===== config.mk =====
export PLATFORM = sky130hd
export DESIGN_NAME = arb_ctrl_reg
export DESIGN_NICKNAME = d
export VERILOG_FILES = /design/src/rtl/arb_ctrl_pkg.sv /design/src/rtl/arb_ctrl_fsm.sv /design/src/rtl/arb_ctrl_dp.sv /design/src/rtl/arb_ctrl_reg.sv
export SDC_FILE = /design/constraint.sdc
export NUM_CORES = 1
export LEC_CHECK = 0
export ABC_CLOCK_PERIOD_IN_PS = 800
export CAP_MARGIN = 20
export CORE_AREA = 2 2 39 41
export DETAILED_ROUTE_END_ITERATION = 10
export DIE_AREA = 0 0 41 43
export DONT_BUFFER_PORTS = 1
export GPL_TIMING_DRIVEN = 0
export PLACE_DENSITY_LB_ADDON = 0.05
export SYNTH_ARGS = -nofsm -noshare
export SYNTH_HDL_FRONTEND = slang
export SYNTH_HIERARCHICAL = 1
export SYNTH_SLANG_ARGS = --single-unit

===== constraint.sdc =====
create_clock -name clk -period 0.8 [get_ports clk]
set_input_delay 0.08 -clock clk [delete_from_list [all_inputs] [get_ports clk]]
set_output_delay 0.08 -clock clk [all_outputs]
set_load 0.05 [all_outputs]

===== src/rtl/arb_ctrl_pkg.sv =====
package arb_ctrl_pkg;
  localparam int DATA_W = 8;
  localparam int LVL_W  = 4;

  // Strobes from control to datapath
  typedef struct packed {
    logic loadCfg;
    logic setMask;
    logic clearFlags;
    logic raiseNmi;
    logic timeoutCause;
    logic captureLevel;
  } arbStrobe_t;
endpackage


===== src/rtl/arb_ctrl_fsm.sv =====
module arb_ctrl_fsm
  import arb_ctrl_pkg::*;
(
  input  logic              cpuWr,
  input  logic              cpuRd,
  input  logic [DATA_W-1:0] wrData,
  input  logic              nmiEvent,
  input  logic              busTimeout,
  input  logic              grantValid,
  output arbStrobe_t        strobe
);
  always_comb begin
    strobe              = '0;
    strobe.loadCfg      = cpuWr;
    strobe.setMask      = cpuWr && wrData[6];
    strobe.raiseNmi     = nmiEvent || busTimeout;
    strobe.timeoutCause = busTimeout;
    strobe.clearFlags   = cpuRd;
    strobe.captureLevel = grantValid;
  end
endmodule


===== src/rtl/arb_ctrl_dp.sv =====
module arb_ctrl_dp
  import arb_ctrl_pkg::*;
#(
  parameter int CYC_W     = 6,
  parameter int SHORT_CYC = 15,
  parameter int LONG_CYC  = 30
) (
  input  logic              clk,
  input  logic              rstN,
  input  arbStrobe_t        strobe,
  input  logic [DATA_W-1:0] wrData,
  input  logic [LVL_W-1:0]  grantLevel,
  output logic [DATA_W-1:0] rdData,
  output logic              arbState,
  output logic              cpuCycleAllowed,
  output logic [CYC_W-1:0]  minArbCycles
);
  logic             epcReg;
  logic             extReg;
  logic             maskReg;
  logic             nmiFlag;
  logic             btoFlag;
  logic [LVL_W-1:0] lastLevel;

  always_ff @(posedge clk or negedge rstN) begin
    if (!rstN) begin
      epcReg    <= 1'b1;
      extReg    <= 1'b0;
      maskReg   <= 1'b0;
      nmiFlag   <= 1'b0;
      btoFlag   <= 1'b0;
      lastLevel <= '0;
    end else begin
      if (strobe.loadCfg) begin
        epcReg <= wrData[7];
        extReg <= wrData[5];
      end
      if (strobe.setMask) maskReg <= 1'b1;
      if (strobe.captureLevel) lastLevel <= grantLevel;
      if (strobe.raiseNmi) begin
        nmiFlag <= 1'b1;
        btoFlag <= strobe.timeoutCause;
      end else if (strobe.clearFlags) begin
        nmiFlag <= 1'b0;
        btoFlag <= 1'b0;
      end
    end
  end

  assign rdData          = {epcReg, nmiFlag, btoFlag, 1'b0, lastLevel};
  assign arbState        = maskReg || nmiFlag;
  assign cpuCycleAllowed = !arbState || epcReg;
  assign minArbCycles    = extReg ? CYC_W'(LONG_CYC) : CYC_W'(SHORT_CYC);
endmodule


===== src/rtl/arb_ctrl_reg.sv =====
module arb_ctrl_reg
  import arb_ctrl_pkg::*;
#(
  parameter int CLK_MHZ  = 50,
  parameter int SHORT_NS = 300,
  parameter int LONG_NS  = 600,
  parameter int CYC_W    = 6
) (
  input  logic              clk,
  input  logic              rstN,
  input  logic              cpuWr,
  input  logic              cpuRd,
  input  logic [7:0]        wrData,
  output logic [7:0]        rdData,
  input  logic              nmiEvent,
  input  logic              busTimeout,
  input  logic              grantValid,
  input  logic [3:0]        grantLevel,
  output logic              arbState,
  output logic              cpuCycleAllowed,
  output logic [CYC_W-1:0]  minArbCycles
);
  localparam int SHORT_CYC = (SHORT_NS * CLK_MHZ + 999) / 1000;
  localparam int LONG_CYC  = (LONG_NS * CLK_MHZ + 999) / 1000;

  arbStrobe_t strobe;

  arb_ctrl_fsm uCtl (
    .cpuWr(cpuWr), .cpuRd(cpuRd), .wrData(wrData),
    .nmiEvent(nmiEvent), .busTimeout(busTimeout),
    .grantValid(grantValid), .strobe(strobe)
  );

  arb_ctrl_dp #(.CYC_W(CYC_W), .SHORT_CYC(SHORT_CYC), .LONG_CYC(LONG_CYC)) uDp (
    .clk(clk), .rstN(rstN), .strobe(strobe), .wrData(wrData),
    .grantLevel(grantLevel), .rdData(rdData), .arbState(arbState),
    .cpuCycleAllowed(cpuCycleAllowed), .minArbCycles(minArbCycles)
  );
endmodule


==> metrics <==
Die Y=43 µm; first-iteration detailed-routing DRC count=3; Vias/cell=4.07; Setup Skew=0 ns; core area=0.00138 mm²; routed len/inst=11.8 µm; WL final=851 µm; time the worst path needs with I/O delays and setup=1.22 ns; clock-pin transition on the worst setup and hold timing paths=0.06 ns; RSZ-0062 raised after global routing=yes; IO buf count=0; post-synth top area share=0.440; design area=647 µm²; dpl cell area=520 µm²; violated checks=setup timing; post-synthesis async set-or-reset flop share=1.00; Layout area overhead=42.0%; worst r2r src=uDp/extReg; Final Max Tran Viols=0; die area=0.00176 mm²; root buf cell=clkbuf_4; EDFF count, synth=0; fin worst setup slack=-0.422 ns; sequential cell area fraction in the yosys report=0.497; CTS tree=yes; number of global-route vias before repair=353; crit-path max FO=2; Via Count=293; Flop pwr share=0.469; min-delay src=cpuWr; dpl ws=-0.167 ns; clock sinks=9; Final nets=76; internal power=0.833 mW; share of cells above drive strength 1=0.536; mapped cell area=455 µm²; power share of the clock group=0.267; GPL Wtd Cong=0.549; Seq cells post-synth=9; Cells after Synth=41; Die Width=41 µm; # DRC=0; worst reg2reg path endpoint=uDp/extReg; R2R cell count=2; Critical Path End Type=primary output; final setup vio count=16; hold path depth=2; Placed Instances=60; NetSw=0.452 mW; Leak Pwr=0.302 nW; number of I/O pins=35; Finished Layout Cells=72; Antenna Cells=0; Fin. Hold Viols=0; register-to-register setup slack=-0.15 ns; Max H-tree Level=1; initial core utilization=0.329; global route overflow=0; top cells by count, synth=13 x buf_4, 8 x dfrtp_1, 5 x mux2_1; setup TNS=-2.37 ns; clk_lat worst skew=0.25 ns; pwr dens=1990 mW/mm²; antenna violations before repair=0; Comb power frac=0.265; FMAX=0.818 GHz; required time of the worst setup path=0.72 ns; total power=1.28 mW; synth unique cells=14; Setup CP Type=reg2out; Hold EP=uDp/extReg; synth warn=6; Primary FF master, synth=dfrtp_1; max_cap viols=0; Hold Path Class=in2reg; Area contributors post-synth=dfrtp_1 44%, buf_4 21%, mux2_1 12%; post-synth top area cell=dfrtp_1; fin crit share=1.53; Max VDD drop=0.00105 V; clk buf depth=2; largest net degree at the start of global routing=10; Net Sw Frac=0.352; crit path DAT=1.14 ns; total track usage=0.127; first-pass GRT wire length=1440 µm; status=finished, violations left; crit start category=register; top-count cell post-synth=buf_4; Initial DRT Pass Iterations=2; DP Wirelength=639 µm; antenna-violating nets left=0; TritonCTS Buffers=3; row count=14; synthesized area per cell=11.1 µm²
## repair_timing
| item | 4_1_cts | 5_1_grt |
|---|---|---|
| setup endpoints to repair | 16 | 17 |
| gates resized for setup | 5 | 1 |
| cloned | 0 | 0 |
| pin swaps | 1 | 1 |
| setup buffers | 1 | 0 |
| hold buffers | 7 | 0 |
| endpoints found under the hold margin | 15 | 0 |
## worst max-delay path, stage by stage (launching register included)
cell	delay, ns
dfrtp_1	0.37
or2_4	0.33
nand2b_4	0.18
## flip-flops by register name, summed over array words and instances, names as in the netlist
signal,count
uDp/lastLevel,4
uDp/nmiFlag,1
uDp/epcReg,1
uDp/maskReg,1
uDp/extReg,1
uDp/btoFlag,1
## cell families (layout without fill, tap and decap cells)
family                 after synthesis  count (layout)  share of synthesized area
AO/OA/AOI/OAI                        3               3                     0.0467
buffers and inverters               15              27                      0.231
flip-flops                           9               9                      0.497
multiplexers                         5               5                      0.124
other                                2               5                     0.0165
AND/OR/NAND/NOR                      7               7                     0.0852
## metal layers
layer,track usage,wire length (µm),part of all wire,vias up
met3,0.0628,52,0.061,0
li1,-,-,-,144
met1,0.123,277,0.33,136
met2,0.219,522,0.61,13
met5,0,0,0,-
met4,0.0400,0,0,0
## power by group through the flow
stage	logic [mW]	clock network (mW)	registers [mW]
3_5_place_dp	0.282	0	0.608
6_report	0.340	0.343	0.602
3_3_place_gp	0.278	0	0.607
2_1_floorplan	0.272	0	0.601
5_1_grt	0.359	0.397	0.607
4_1_cts	0.336	0.358	0.603
## per-stage QoR
step / util / hold slack [ns]
floorplan: - / -0.216
global placement: 0.376 / -0.215
detailed placement: 0.376 / -0.215
CTS: 0.465 / 0.0183
global route: 0.467 / 0.00628
finish: 0.467 / 0.0249
## cell type report
| class | count | area (µm²) |
|---|---|---|
| buffer | 13 | 116 |
| clock buffer | 4 | 26.3 |
| fill | 128 | 737 |
| inverter | 2 | 11.3 |
| multi-input combinational | 20 | 164 |
| sequential | 9 | 231 |
| tap | 16 | 20.0 |
| timing repair buffer | 8 | 77.6 |
## how the worst max path moves through the flow
stage                                 end  cells past startpoint        start
after floorplan           cpuCycleAllowed                      2  uDp/nmiFlag
after global placement    cpuCycleAllowed                      2  uDp/nmiFlag
after detailed placement  cpuCycleAllowed                      2  uDp/nmiFlag
after CTS                 cpuCycleAllowed                      2  uDp/nmiFlag
after global routing      cpuCycleAllowed                      2  uDp/maskReg
final                     cpuCycleAllowed                      2  uDp/maskReg
## layout by cell type, fill, tap and decap left out, types with 2 or more instances in the layout
cell | netlist | routed
buf_4 | 13 | 10
buf_6 | 0 | 3
clkbuf_4 | 0 | 3
conb_1 | 2 | 5
dfrtp_1 | 8 | 4
dfrtp_2 | 0 | 4
dlygate4sd3_1 | 0 | 7
mux2_4 | 0 | 4
or2_1 | 3 | 2
No activity file was read; power rests on OpenSTA's default activity.
